<file path="src/rtl/scr_pkg.sv">
package scr_pkg;
   localparam int unsigned WORD_W        = 32;
   localparam int unsigned DEF_LINES     = 64;
   localparam int unsigned DEF_ADDR_W    = 12;
   localparam int unsigned DEF_RST_BASE  = 'h040;
   localparam int unsigned DEF_CLK_BASE  = 'h080;
   localparam int unsigned DEF_MISC_BASE = 'h0C0;
   localparam int unsigned WORD_STRIDE   = 'h010;
   localparam int unsigned CLR_OFFSET    = 'h004;
   localparam int unsigned DEF_INV_IDX   = 14;
   localparam int unsigned DEF_PRI_BIT   = 12;
   localparam int unsigned DEF_AUX_BIT   = 31;
   localparam logic [DEF_LINES-1:0] DEF_CRIT_MASK = 64'h0000_0004_8000_0061;

   // stored clock-stop image that gives "running" exactly on run_mask
   function automatic logic [DEF_LINES-1:0] stop_image(input logic [DEF_LINES-1:0] run_mask,
                                                       input int unsigned inv_idx);
      logic [DEF_LINES-1:0] img;
      img = ~run_mask;
      img[inv_idx] = run_mask[inv_idx];
      return img;
   endfunction
endpackage

</file>
<file path="src/rtl/scr_word.sv">
module scr_word #(
   parameter int unsigned W = 32,
   parameter logic [W-1:0] RST_VAL = '0
) (
   input  logic         clk,
   input  logic         rst_n,
   input  logic         set_stb,
   input  logic         clr_stb,
   input  logic [W-1:0] mask,
   output logic [W-1:0] q
);
   logic [W-1:0] set_bits;
   logic [W-1:0] clr_bits;

   always_comb begin
      set_bits = set_stb ? mask : '0;
      clr_bits = clr_stb ? mask : '0;
   end

   always_ff @(posedge clk or negedge rst_n) begin
      if (!rst_n) q <= RST_VAL;
      else if (set_stb || clr_stb) q <= (q | set_bits) & ~clr_bits;
   end
endmodule

</file>
<file path="src/rtl/scr_decode.sv">
module scr_decode #(
   parameter int unsigned ADDR_W    = 12,
   parameter int unsigned NUM_WORDS = 2,
   parameter int unsigned RST_BASE  = 'h040,
   parameter int unsigned CLK_BASE  = 'h080,
   parameter int unsigned MISC_BASE = 'h0C0,
   parameter int unsigned STRIDE    = 'h010,
   parameter int unsigned CLR_OFS   = 'h004
) (
   input  logic                 wr,
   input  logic [ADDR_W-1:0]    addr,
   output logic [NUM_WORDS-1:0] rst_set,
   output logic [NUM_WORDS-1:0] rst_clr,
   output logic [NUM_WORDS-1:0] clk_set,
   output logic [NUM_WORDS-1:0] clk_clr,
   output logic                 misc_set,
   output logic                 misc_clr,
   output logic [NUM_WORDS-1:0] rd_rst,
   output logic [NUM_WORDS-1:0] rd_clk,
   output logic                 rd_misc
);
   for (genvar k = 0; k < NUM_WORDS; k++) begin : g_word
      localparam logic [ADDR_W-1:0] RS = ADDR_W'(RST_BASE + k * STRIDE);
      localparam logic [ADDR_W-1:0] RC = ADDR_W'(RST_BASE + k * STRIDE + CLR_OFS);
      localparam logic [ADDR_W-1:0] CS = ADDR_W'(CLK_BASE + k * STRIDE);
      localparam logic [ADDR_W-1:0] CC = ADDR_W'(CLK_BASE + k * STRIDE + CLR_OFS);
      logic hit_rs, hit_rc, hit_cs, hit_cc;
      always_comb begin
         hit_rs     = (addr == RS);
         hit_rc     = (addr == RC);
         hit_cs     = (addr == CS);
         hit_cc     = (addr == CC);
         rst_set[k] = wr && hit_rs;
         rst_clr[k] = wr && hit_rc;
         clk_set[k] = wr && hit_cs;
         clk_clr[k] = wr && hit_cc;
         rd_rst[k]  = hit_rs || hit_rc;
         rd_clk[k]  = hit_cs || hit_cc;
      end
   end

   localparam logic [ADDR_W-1:0] MS = ADDR_W'(MISC_BASE);
   localparam logic [ADDR_W-1:0] MC = ADDR_W'(MISC_BASE + CLR_OFS);

   always_comb begin
      misc_set = wr && (addr == MS);
      misc_clr = wr && (addr == MC);
      rd_misc  = (addr == MS) || (addr == MC);
   end
endmodule

</file>
<file path="src/rtl/scr_clk_polarity.sv">
module scr_clk_polarity #(
   parameter int unsigned N       = 64,
   parameter int unsigned INV_IDX = 14
) (
   input  logic [N-1:0] stop_bits,
   output logic [N-1:0] clk_en
);
   for (genvar i = 0; i < N; i++) begin : g_bit
      if (i == INV_IDX) begin : g_active_high
         assign clk_en[i] = stop_bits[i];
      end else begin : g_active_low
         assign clk_en[i] = ~stop_bits[i];
      end
   end
endmodule

</file>
<file path="src/rtl/scr_bank.sv">
module scr_bank
   import scr_pkg::*;
#(
   parameter int unsigned NUM_LINES = DEF_LINES,
   parameter int unsigned ADDR_W    = DEF_ADDR_W,
   parameter int unsigned RST_BASE  = DEF_RST_BASE,
   parameter int unsigned CLK_BASE  = DEF_CLK_BASE,
   parameter int unsigned MISC_BASE = DEF_MISC_BASE,
   parameter int unsigned INV_IDX   = DEF_INV_IDX,
   parameter int unsigned PRI_BIT   = DEF_PRI_BIT,
   parameter int unsigned AUX_BIT   = DEF_AUX_BIT,
   parameter logic [NUM_LINES-1:0] CRIT_MASK = DEF_CRIT_MASK
) (
   input  logic                 clk,
   input  logic                 rst_n,
   input  logic                 bus_wr,
   input  logic [ADDR_W-1:0]    bus_addr,
   input  logic [WORD_W-1:0]    bus_wdata,
   output logic [WORD_W-1:0]    bus_rdata,
   output logic [NUM_LINES-1:0] periph_rst,
   output logic [NUM_LINES-1:0] periph_clk_en,
   output logic                 uart_pri_div13,
   output logic                 uart_aux_div13
);
   localparam int unsigned NUM_WORDS = NUM_LINES / WORD_W;
   localparam logic [NUM_LINES-1:0] STOP_RST = NUM_LINES'(stop_image(DEF_LINES'(CRIT_MASK), INV_IDX));

   if (NUM_LINES % WORD_W != 0 || NUM_LINES == 0) begin : g_bad_lines
      $error("NUM_LINES must be a non-zero multiple of the word width");
   end
   if (INV_IDX >= NUM_LINES || AUX_BIT >= WORD_W || PRI_BIT >= WORD_W) begin : g_bad_index
      $error("bit index parameter out of range");
   end
   if (NUM_LINES > DEF_LINES) begin : g_bad_size
      $error("NUM_LINES exceeds the package image width");
   end
   if ((1 << ADDR_W) <= MISC_BASE + CLR_OFFSET) begin : g_bad_addr
      $error("ADDR_W too narrow for the register offsets");
   end

   logic [NUM_WORDS-1:0] rst_set, rst_clr, clk_set, clk_clr;
   logic [NUM_WORDS-1:0] rd_rst, rd_clk;
   logic                 misc_set, misc_clr, rd_misc;
   logic [NUM_LINES-1:0] stop_q;
   logic [0:0]           misc_q;

   scr_decode #(
      .ADDR_W(ADDR_W), .NUM_WORDS(NUM_WORDS), .RST_BASE(RST_BASE),
      .CLK_BASE(CLK_BASE), .MISC_BASE(MISC_BASE), .STRIDE(WORD_STRIDE),
      .CLR_OFS(CLR_OFFSET)
   ) u_dec (
      .wr(bus_wr), .addr(bus_addr),
      .rst_set(rst_set), .rst_clr(rst_clr), .clk_set(clk_set), .clk_clr(clk_clr),
      .misc_set(misc_set), .misc_clr(misc_clr),
      .rd_rst(rd_rst), .rd_clk(rd_clk), .rd_misc(rd_misc)
   );

   for (genvar k = 0; k < NUM_WORDS; k++) begin : g_words
      scr_word #(.W(WORD_W), .RST_VAL({WORD_W{1'b1}})) u_rst (
         .clk(clk), .rst_n(rst_n), .set_stb(rst_set[k]), .clr_stb(rst_clr[k]),
         .mask(bus_wdata), .q(periph_rst[k*WORD_W +: WORD_W])
      );
      scr_word #(.W(WORD_W), .RST_VAL(STOP_RST[k*WORD_W +: WORD_W])) u_stop (
         .clk(clk), .rst_n(rst_n), .set_stb(clk_set[k]), .clr_stb(clk_clr[k]),
         .mask(bus_wdata), .q(stop_q[k*WORD_W +: WORD_W])
      );
   end

   scr_word #(.W(1), .RST_VAL(1'b0)) u_misc (
      .clk(clk), .rst_n(rst_n), .set_stb(misc_set), .clr_stb(misc_clr),
      .mask(bus_wdata[PRI_BIT]), .q(misc_q)
   );

   scr_clk_polarity #(.N(NUM_LINES), .INV_IDX(INV_IDX)) u_pol (
      .stop_bits(stop_q), .clk_en(periph_clk_en)
   );

   always_comb begin
      bus_rdata = '0;
      for (int k = 0; k < NUM_WORDS; k++) begin
         if (rd_rst[k]) bus_rdata = bus_rdata | periph_rst[k*WORD_W +: WORD_W];
         if (rd_clk[k]) bus_rdata = bus_rdata | stop_q[k*WORD_W +: WORD_W];
      end
      if (rd_misc) bus_rdata[PRI_BIT] = misc_q[0];
   end

   assign uart_pri_div13 = misc_q[0];
   assign uart_aux_div13 = stop_q[AUX_BIT];
endmodule

</file>
<file path="config.mk">
export PLATFORM = sky130hd
export DESIGN_NAME = scr_bank
export DESIGN_NICKNAME = d
export VERILOG_FILES = /design/src/rtl/scr_pkg.sv /design/src/rtl/scr_word.sv /design/src/rtl/scr_decode.sv /design/src/rtl/scr_clk_polarity.sv /design/src/rtl/scr_bank.sv
export SDC_FILE = /design/constraint.sdc
export NUM_CORES = 1
export LEC_CHECK = 0
export CAP_MARGIN = 5
export CORE_UTILIZATION = 54
export CTS_BUF_LIST = sky130_fd_sc_hd__clkbuf_4 sky130_fd_sc_hd__clkbuf_8
export CTS_CLUSTER_DIAMETER = 50
export DETAILED_ROUTE_END_ITERATION = 8
export PLACE_DENSITY_LB_ADDON = 0.3
export SYNTH_ARGS = -nofsm -noshare
export SYNTH_HDL_FRONTEND = slang
export SYNTH_SLANG_ARGS = --single-unit
</file>
<file path="constraint.sdc">
create_clock -name clk -period 1.75 [get_ports clk]
set_input_delay 0.175 -clock clk [delete_from_list [all_inputs] [get_ports clk]]
set_output_delay 0.175 -clock clk [all_outputs]
set_load 0.01 [all_outputs]
</file>
==> impl_metrics.csv, run 1 <==
group,metric,value,unit
sta,setup_tns,0,ns
sta,slew_headroom,60.3,%
yosys,synth-seq-cells,129,
yosys,synth-seq-area-share,46.1,%
route,drc,0,
cts,clkSlewWorstSetupHoldPaths,0.08,ns
min_path,hold_depth,3,
sta,rsz0062_at_grt,"yes",
setup_path,r2r_end,"g_words[0].u_rst.q[6]",
global_route,grt_use_met3,7.72,%
finish,nNetsFinal,964,
yosys,syn-instance-count,709,
yosys,syn_area,7330,um2
cts,cts_buffers,17,
setup_path,ff2ff_path_depth,2,
sta,fin_ws,0.0123,ns
yosys,synth_nets,756,
setup_path,crit_fanout,6,
power_and_ir_drop,power.density,600,nW/um2
route,drt-pass1-iter-count,7,
global_route,top_usage_layer,"met2",
setup_path,worstSetupPathType,"in2out",
place,dpl_cell_area,9770,um2
setup_path,r2r_slack,0.86,ns
place,routabilityCongestion,0.877,
cts,tritoncts,"done",
yosys,synth_edf_count,0,
min_path,min_from,"bus_addr[2]",
finish,drive_gt1_share,33.1,%
finish,diodes,0,
cts,clk_latency,0.43,ns
setup_path,required,1.57,ns
yosys,async_reset_ff_share,100,%
finish,stdcell_count,1106,
yosys,synth.top_cell.area_share,43.7,%
die,core_area,13200,um2
sta,max_freq,575,MHz
die,die_y,119,um
yosys,synth_area_leaders,"dfstp_2 (44%), mux2i_1 (18%), nand4_1 (11%)",
sta,fin_crit_sh,99.3,%
global_route,track_usage,32.3,%
sta,hold_viol,0,
global_route,use_met1,42.0,%
yosys,synth_flop_cell,"dfstp_2",
die,num_io_pins,209,
route,routed_wl,24400,um
yosys,synth_top_cell_by_area,"dfstp_2",
route,viasPerCell,6.32,
route,drtIter0Drc,649,
cts,clock_sinks,129,
yosys,synth.avg_cell_area,10.3,um2
cts,root_buffer,"clkbuf_8",
route,wl_per_cell,22.0,um
route,vias,6988,
sta,worst_pin_slew,0.596,ns
min_path,worst_hold_path_type,"in2reg",
min_path,min_to,"g_words[1].u_stop.q[5]",
flow_run,max_cap_viol_count,0,
die,dieArea,14000,um2
global_route,antenna_found_initial,0,
yosys,yosysWarnings,0,
die,die_w,119,um
sta,slew_violations,0,
setup_path,worstPathArrival,1.56,ns
setup_path,worst_setup_path_end_kind,"output pin",
place,dp_worst_setup_slack,-0.652,ns
setup_path,reg2reg_from,"g_words[0].u_rst.q[6]",
yosys,synthTopCellsByCount,"inv_1 (129), mux2i_1 (129), nand4_1 (129), dfstp_2 (122), buf_2 (44)",
global_route,grt_max_degree,82,
global_route,grt_overflow,0,
finish,final_area,10700,um2
setup_path,setup.worst_path.start_class,"input port",
sta,setup_viol,0,
global_route,grt_pass1_wl,35500,um
die,rows,42,
finish,fin_util,80.9,%
cts,h-tree-depth,4,
die,start_util,55.4,%
route,drtAntennaViolNets,0,
finish,syn2layout_area_growth,46.2,%
place,port_buffers,208,
global_route,grt_pass1_vias,6806,
yosys,ys_types,26,
place,dp_cells,1059,
power_and_ir_drop,leakage,5.88,nW
outcome,status,"complete, no violations",
place,place_hpwl,14300,um
cts,clockBufferDepth,2,
sta,fin_crit,1.74,ns
sta,final.setup_skew,0,ns
global_route,globalRouteMet2Util,52.5,%
power_and_ir_drop,max-vdd-ir-drop,409,uV
-- where the power goes --
group	switching, mW	total (mW)	internal, mW
registers	0.0120	3.03	3.02
clock network	1.28	2.58	1.30
logic	0.471	0.828	0.357
-- critical path, cell delays in order --
cell             delay, ns
clkdlybuf4s15_1       0.26
nor2b_4               0.27
buf_8                 0.18
buf_16                0.15
a22oi_2               0.09
a211oi_2              0.26
buf_2                 0.18
-- state kept, by name (all words and copies together) (netlist names) --
name              flops
g_words.u_stop.q     64
u_misc.q              1
g_words.u_rst.q      64
-- worst max path at each step --
stage / startpoint / end / slack, ns
2_1_floorplan: bus_addr[4] / bus_rdata[10] / 0.30
3_3_place_gp: bus_addr[6] / bus_rdata[25] / -0.59
3_5_place_dp: bus_addr[6] / bus_rdata[25] / -0.65
4_1_cts: bus_addr[7] / bus_rdata[18] / -0.009
5_1_grt: g_words[1].u_rst.q[12] / bus_rdata[12] / -0.05
6_report: bus_addr[6] / bus_rdata[20] / 0.01
-- area by class of cell --
class                      count  area, um2
clock inverter                14        158
tap                          176        220
multi-input combinational    369       3340
clock buffer                  18        241
inverter                     129        484
timing repair buffer         271       2900
sequential                   129       3380
fill                         777       2520
-- placed cells by master (no fill, tap or decap), types with 4 or more instances in the layout --
master / n
a211oi_1: 11
a211oi_2: 19
a221oi_1: 10
a221oi_2: 21
a22oi_1: 27
a22oi_2: 4
buf_12: 18
buf_16: 5
buf_2: 34
buf_4: 31
buf_6: 4
clkbuf_16: 5
clkbuf_8: 17
clkdlybuf4s50_1: 126
clkinv_4: 5
dfrtp_1: 7
dfstp_2: 122
dlygate4sd2_1: 5
dlymetal6s2s_1: 37
inv_1: 129
mux2i_1: 129
nand4_1: 129
-- through the flow --
step	power (mW)	hold WS, ns
detailed placement	3.75	0.379
CTS	6.37	0.217
global route	6.61	0.235
global placement	3.73	0.368
floorplan	3.37	-0.121
finish	6.43	0.243
-- routing by layer --
| metal | vias up | share of wire [%] |
|---|---|---|
| met3 | 50 | 7.8 |
| met1 | 3537 | 41 |
| met5 | - | 0 |
| met2 | 393 | 49 |
| li1 | 3008 | - |
| met4 | 0 | 2.5 |
-- cells by family after synthesis --
group / after synthesis / share of synthesized area (%)
AO/OA/AOI/OAI: 97 / 10.5
flip-flops: 129 / 46.1
buffers and inverters: 211 / 12.5
multiplexers: 129 / 17.6
AND/OR/NAND/NOR: 143 / 13.3
-- what timing repair did --
item                                   CTS  global route
gates cloned                             5             5
resized for setup                      182            73
hold buffers                             1             0
setup endpoints to repair               76            71
endpoints found under the hold margin   26             0
pin swaps                               27            18
setup buffers                            6             0
Power figures use the tool's default switching activity.
==> run 2: changes to the inputs <==
--- a/config.mk
+++ b/config.mk
@@ -6,11 +6,13 @@
 export NUM_CORES = 1
 export LEC_CHECK = 0
 export CAP_MARGIN = 5
-export CORE_UTILIZATION = 54
+export CORE_UTILIZATION = 51
 export CTS_BUF_LIST = sky130_fd_sc_hd__clkbuf_4 sky130_fd_sc_hd__clkbuf_8
-export CTS_CLUSTER_DIAMETER = 50
+export CTS_CLUSTER_DIAMETER = 80
 export DETAILED_ROUTE_END_ITERATION = 8
+export HOLD_SLACK_MARGIN = 0.08
 export PLACE_DENSITY_LB_ADDON = 0.3
 export SYNTH_ARGS = -nofsm -noshare
 export SYNTH_HDL_FRONTEND = slang
+export SYNTH_HIERARCHICAL = 1
 export SYNTH_SLANG_ARGS = --single-unit
==> impl_metrics.csv, run 2 <==
group,metric,value,unit
yosys,syn_area,6010,um2
yosys,synth_nets,661,
yosys,synth_xor_area_share,0,%
global_route,antenna_found_initial,2,
yosys,synth.most_common_cell,"a21oi_1",
yosys,synth_top_cell_by_area,"dfstp_2",
place,port_buffers,208,
cts,clockBufferDepth,2,
outcome,status,"aborted with a tool error",
sta,worstEpCategory,"output port",
yosys,synth_edf_count,0,
yosys,yosys-mux-area-fraction,0,%
die,num_io_pins,209,
yosys,yosys.area_share.adder,0,%
yosys,synth_top_family_by_area,"compound AO/OA/AOI/OAI gates",
global_route,grt_max_degree,130,
yosys,yosysWarnings,6,
cts,cts_buffers,17,
place,routabilityCongestion,0.817,
sta,crit_endpoint,"bus_rdata[0]",
cts,h-tree-depth,4,
yosys,synth.avg_cell_area,9.79,um2
yosys,ys_types,22,
yosys,synthTopCellsByCount,"a21oi_1 (258), dfstp_2 (122), a22oi_1 (64), inv_1 (64), nand2_1 (32)",
cts,root_buffer,"clkbuf_8",
yosys,synth_area_leaders,"dfstp_2 (53%), a21oi_1 (21%), a22oi_1 (8.0%)",
place,place_hpwl,14000,um
yosys,syn-instance-count,614,
place,dp_cells,978,
yosys,synth-seq-cells,129,
yosys,synth_compound_area_share,29.6,%
yosys,synth-seq-area-share,56.3,%
yosys,async_reset_ff_share,100,%
die,die_w,111,um
outcome,lastStage,"global routing",
die,rows,39,
outcome,tool.error,"[ERROR DPL-0033] detailed placement checks failed during check placement.",
cts,clock_sinks,129,
yosys,synth_flop_cell,"dfstp_2",
die,start_util,52.4,%
yosys,synthSimpleGateAreaFrac,4.98,%
die,die_y,111,um
yosys,synth.top_cell.area_share,53.3,%
run 2: changes by cell type after synthesis, sizes merged, moves of 4 or more:
cell	delta
a211oi	-32
a221oi	-31
nand4	-129
mux2i	-129
clkbuf	-21
inv	-65
a22oi	+33
a21oi	+258
nor3	+4
nand2	+32
buf	-20
nor4	+9
run 2: cells by family after synthesis:
| kind of cell | count (synthesis) |
|---|---|
| compound gates | 323 |
| buf+inv | 105 |
| flops | 129 |
| simple gates | 57 |
run 2: stage by stage:
step	utilization [%]	setup WS (ns)	instance area [um2]
floorplan	-	-0.0264	6160
global placement	75.2	-1.03	8620
detailed placement	75.2	-1.07	8620
CTS	85.5	-0.253	9800
run 2: repair_timing:
item,CTS
buffers inserted,37
gates resized for setup,265
setup endpoints to repair,168
gates cloned,12
hold buffers,1
pin swaps,41
endpoints found under the hold margin,7
==> run 3: changes to the inputs <==
--- a/config.mk
+++ b/config.mk
@@ -6,12 +6,9 @@
 export NUM_CORES = 1
 export LEC_CHECK = 0
 export CAP_MARGIN = 5
-export CORE_UTILIZATION = 51
-export CTS_BUF_LIST = sky130_fd_sc_hd__clkbuf_4 sky130_fd_sc_hd__clkbuf_8
-export CTS_CLUSTER_DIAMETER = 80
+export CORE_UTILIZATION = 40
 export DETAILED_ROUTE_END_ITERATION = 8
-export HOLD_SLACK_MARGIN = 0.08
-export PLACE_DENSITY_LB_ADDON = 0.3
+export PLACE_DENSITY_LB_ADDON = 0.15
 export SYNTH_ARGS = -nofsm -noshare
 export SYNTH_HDL_FRONTEND = slang
 export SYNTH_HIERARCHICAL = 1
==> impl_metrics.csv, run 3 <==
group,metric,value,unit
sta,fin_ws,-0.259,ns
yosys,synth_top_family_by_area,"compound AO/OA/AOI/OAI gates",
cts,h-tree-depth,4,
setup_path,worstPathArrival,1.83,ns
setup_path,r2r_end,"g_words[1].u_rst/q[12]",
min_path,worst_hold_path_type,"in2async",
power_and_ir_drop,power.density,731,nW/um2
yosys,synth-seq-cells,129,
yosys,synth_area_leaders,"dfstp_2 (53%), a21oi_1 (21%), a22oi_1 (8.0%)",
cts,root_buffer,"clkbuf_16",
route,wl_per_cell,20.3,um
place,place_hpwl,14100,um
sta,slew_violations,0,
global_route,antenna_found_initial,0,
route,drtAntennaViolNets,0,
sta,rsz0062_at_grt,"yes",
yosys,synthTopCellsByCount,"a21oi_1 (258), dfstp_2 (122), a22oi_1 (64), inv_1 (64), nand2_1 (32)",
die,dieArea,15500,um2
power_and_ir_drop,p_sw,1.49,mW
sta,setup_viol,32,
global_route,top_usage_layer,"met2",
die,start_util,41.2,%
place,routabilityCongestion,0.823,
yosys,ys_types,22,
global_route,globalRouteMet2Util,45.2,%
place,port_buffers,208,
die,die_w,125,um
setup_path,setup.worst_path.start_class,"input port",
yosys,yosys.area_share.adder,0,%
global_route,grt_pass1_vias,6134,
setup_path,crit_fanout,6,
route,drc,0,
global_route,track_usage,28.5,%
outcome,violations,"setup timing",
yosys,synth_compound_area_share,29.6,%
finish,drive_gt1_share,36.0,%
global_route,grt_pass1_wl,34400,um
global_route,grt_max_degree,42,
outcome,status,"complete, but fails checks",
yosys,synth_top_cell_by_area,"dfstp_2",
yosys,synthSimpleGateAreaFrac,4.98,%
yosys,synth.avg_cell_area,9.79,um2
finish,syn2layout_area_growth,61.9,%
power_and_ir_drop,max-vdd-ir-drop,548,uV
setup_path,worstSetupPathType,"in2out",
cts,cts_buffers,17,
power_and_ir_drop,p_seq_share,42.6,%
power_and_ir_drop,combinationalPowerShare,5.2,%
route,routed_wl,21900,um
die,core_area,14600,um2
cts,clk_latency,0.41,ns
cts,clock_sinks,129,
die,die_y,125,um
finish,nNetsFinal,924,
setup_path,ff2ff_path_depth,2,
setup_path,reg2reg_from,"g_words[1].u_rst/q[12]",
sta,hold_viol,0,
yosys,synth-seq-area-share,56.3,%
power_and_ir_drop,internal-power,5.63,mW
place,dpl_cell_area,8590,um2
yosys,async_reset_ff_share,100,%
finish,layout_commonest_cell,"a21oi_1",
route,viasPerCell,5.73,
sta,max_freq,498,MHz
cts,clockBufferDepth,2,
setup_path,worst_setup_path_end_kind,"output pin",
finish,diodes,0,
setup_path,worstPathCellList,"buf_6, or4_4, buf_12, nor3_4, buf_12, buf_4, buf_6, a22oi_2, nand2_1, buf_2",
route,drt-pass1-iter-count,5,
yosys,syn_area,6010,um2
cts,tritoncts,"done",
yosys,synth_edf_count,0,
finish,mostFrequentLayoutCells,"a21oi_1 (258), clkdlybuf4s50_1 (163), dfstp_2 (122)",
die,rows,44,
sta,final.setup_skew,0,ns
sta,worst_pin_slew,0.382,ns
setup_path,r2r_slack,0.85,ns
power_and_ir_drop,p_sw_share,20.9,%
flow_run,max_cap_viol_count,0,
yosys,synth_nets,661,
sta,slew_headroom,74.5,%
power_and_ir_drop,leakage,3.90,nW
global_route,grt_use_met3,5.80,%
cts,clkSlewWorstSetupHoldPaths,0.06,ns
finish,top_regs,"g_words.u_rst/q x64, g_words.u_stop/q x64, u_misc/q x1",
yosys,yosys-mux-area-fraction,0,%
finish,final_area,9730,um2
power_and_ir_drop,power.share.clock,52.2,%
yosys,synth.most_common_cell,"a21oi_1",
yosys,synth_flop_cell,"dfstp_2",
sta,fin_crit_sh,115,%
route,drtIter0Drc,562,
die,num_io_pins,209,
yosys,synth.top_cell.area_share,53.3,%
sta,setup_tns,-7.67,ns
sta,fin_crit,2.01,ns
yosys,syn-instance-count,614,
global_route,grt_overflow,0,
global_route,use_met1,37.7,%
setup_path,cpPeakStageDelay,0.56,ns
setup_path,required,1.57,ns
route,vias,6155,
yosys,synth_xor_area_share,0,%
yosys,yosysWarnings,6,
setup_path,crit_slowest_cell,"or4_4",
==> run 3: cell families (layout without fill, tap and decap cells) <==
family                 after synthesis  after routing
and+or+nand+nor                     57             57
DFF                                129            129
AOI/OAI and AO/OA                  323            323
buffers and inverters              105            381
==> run 3: layout make-up <==
type	instances	area, um2
Clock buffer	22	464
Clock inverter	10	158
Fill cell	1104	4860
Inverter	64	240
Multi-Input combinational cell	380	2430
Sequential cell	129	3380
Tap cell	184	230
Timing Repair Buffer	285	2830
==> run 3: worst max-delay path by stage <==
| stage | startpoint | endpoint | slack (ns) |
|---|---|---|---|
| after floorplan | bus_addr[9] | g_words[1].u_rst/q[10] | -0.03 |
| after global placement | bus_addr[6] | bus_rdata[7] | -1.04 |
| after detailed placement | bus_addr[6] | bus_rdata[15] | -1.09 |
| after CTS | bus_addr[10] | bus_rdata[12] | -0.29 |
| after global routing | bus_addr[1] | bus_rdata[12] | -0.33 |
| final | bus_addr[8] | bus_rdata[31] | -0.26 |
==> run 3: critical path: cells and delay by family <==
kind	cells	cell delay, ns
AO/OA/AOI/OAI	1	0.09
buffers and inverters	6	0.76
AND/OR/NAND/NOR	3	0.79
==> run 3: stage by stage <==
stage / total power, mW / utilization, % / instances / hold slack (ns) / setup slack, ns
finish: 7.12 / 66.7 / 1074 / 0.242 / -0.259
global route: 7.35 / 66.7 / 1074 / 0.262 / -0.326
CTS: 7.17 / 65.7 / 1071 / 0.237 / -0.295
detailed placement: 3.43 / 58.9 / 1012 / 0.125 / -1.09
global placement: 3.42 / 58.9 / 1012 / 0.122 / -1.04
floorplan: 3.13 / - / 614 / -0.121 / -0.0264
==> run 3: power groups by stage <==
| stage | clock network, mW | registers (mW) | logic [mW] |
|---|---|---|---|
| 2_1_floorplan | 0 | 3.07 | 0.0517 |
| 3_3_place_gp | 0 | 3.07 | 0.342 |
| 3_5_place_dp | 0 | 3.08 | 0.353 |
| 4_1_cts | 3.78 | 3.03 | 0.361 |
| 5_1_grt | 3.91 | 3.04 | 0.404 |
| 6_report | 3.71 | 3.04 | 0.370 |
==> run 3: repair_timing <==
item,CTS,global route
setup buffers,21,6
gates cloned,5,1
endpoints found under the setup margin,160,117
resized for setup,213,34
hold buffers,1,0
pin swaps,30,23
hold endpoints to repair,24,0
==> run 3: routing by layer <==
layer / vias up / wire [um] / share of wire (%)
li1: 2737 / - / -
met1: 3085 / 9400 / 43
met2: 299 / 10700 / 49
met3: 34 / 1330 / 6.1
met4: 0 / 392 / 1.8
met5: - / 0 / 0
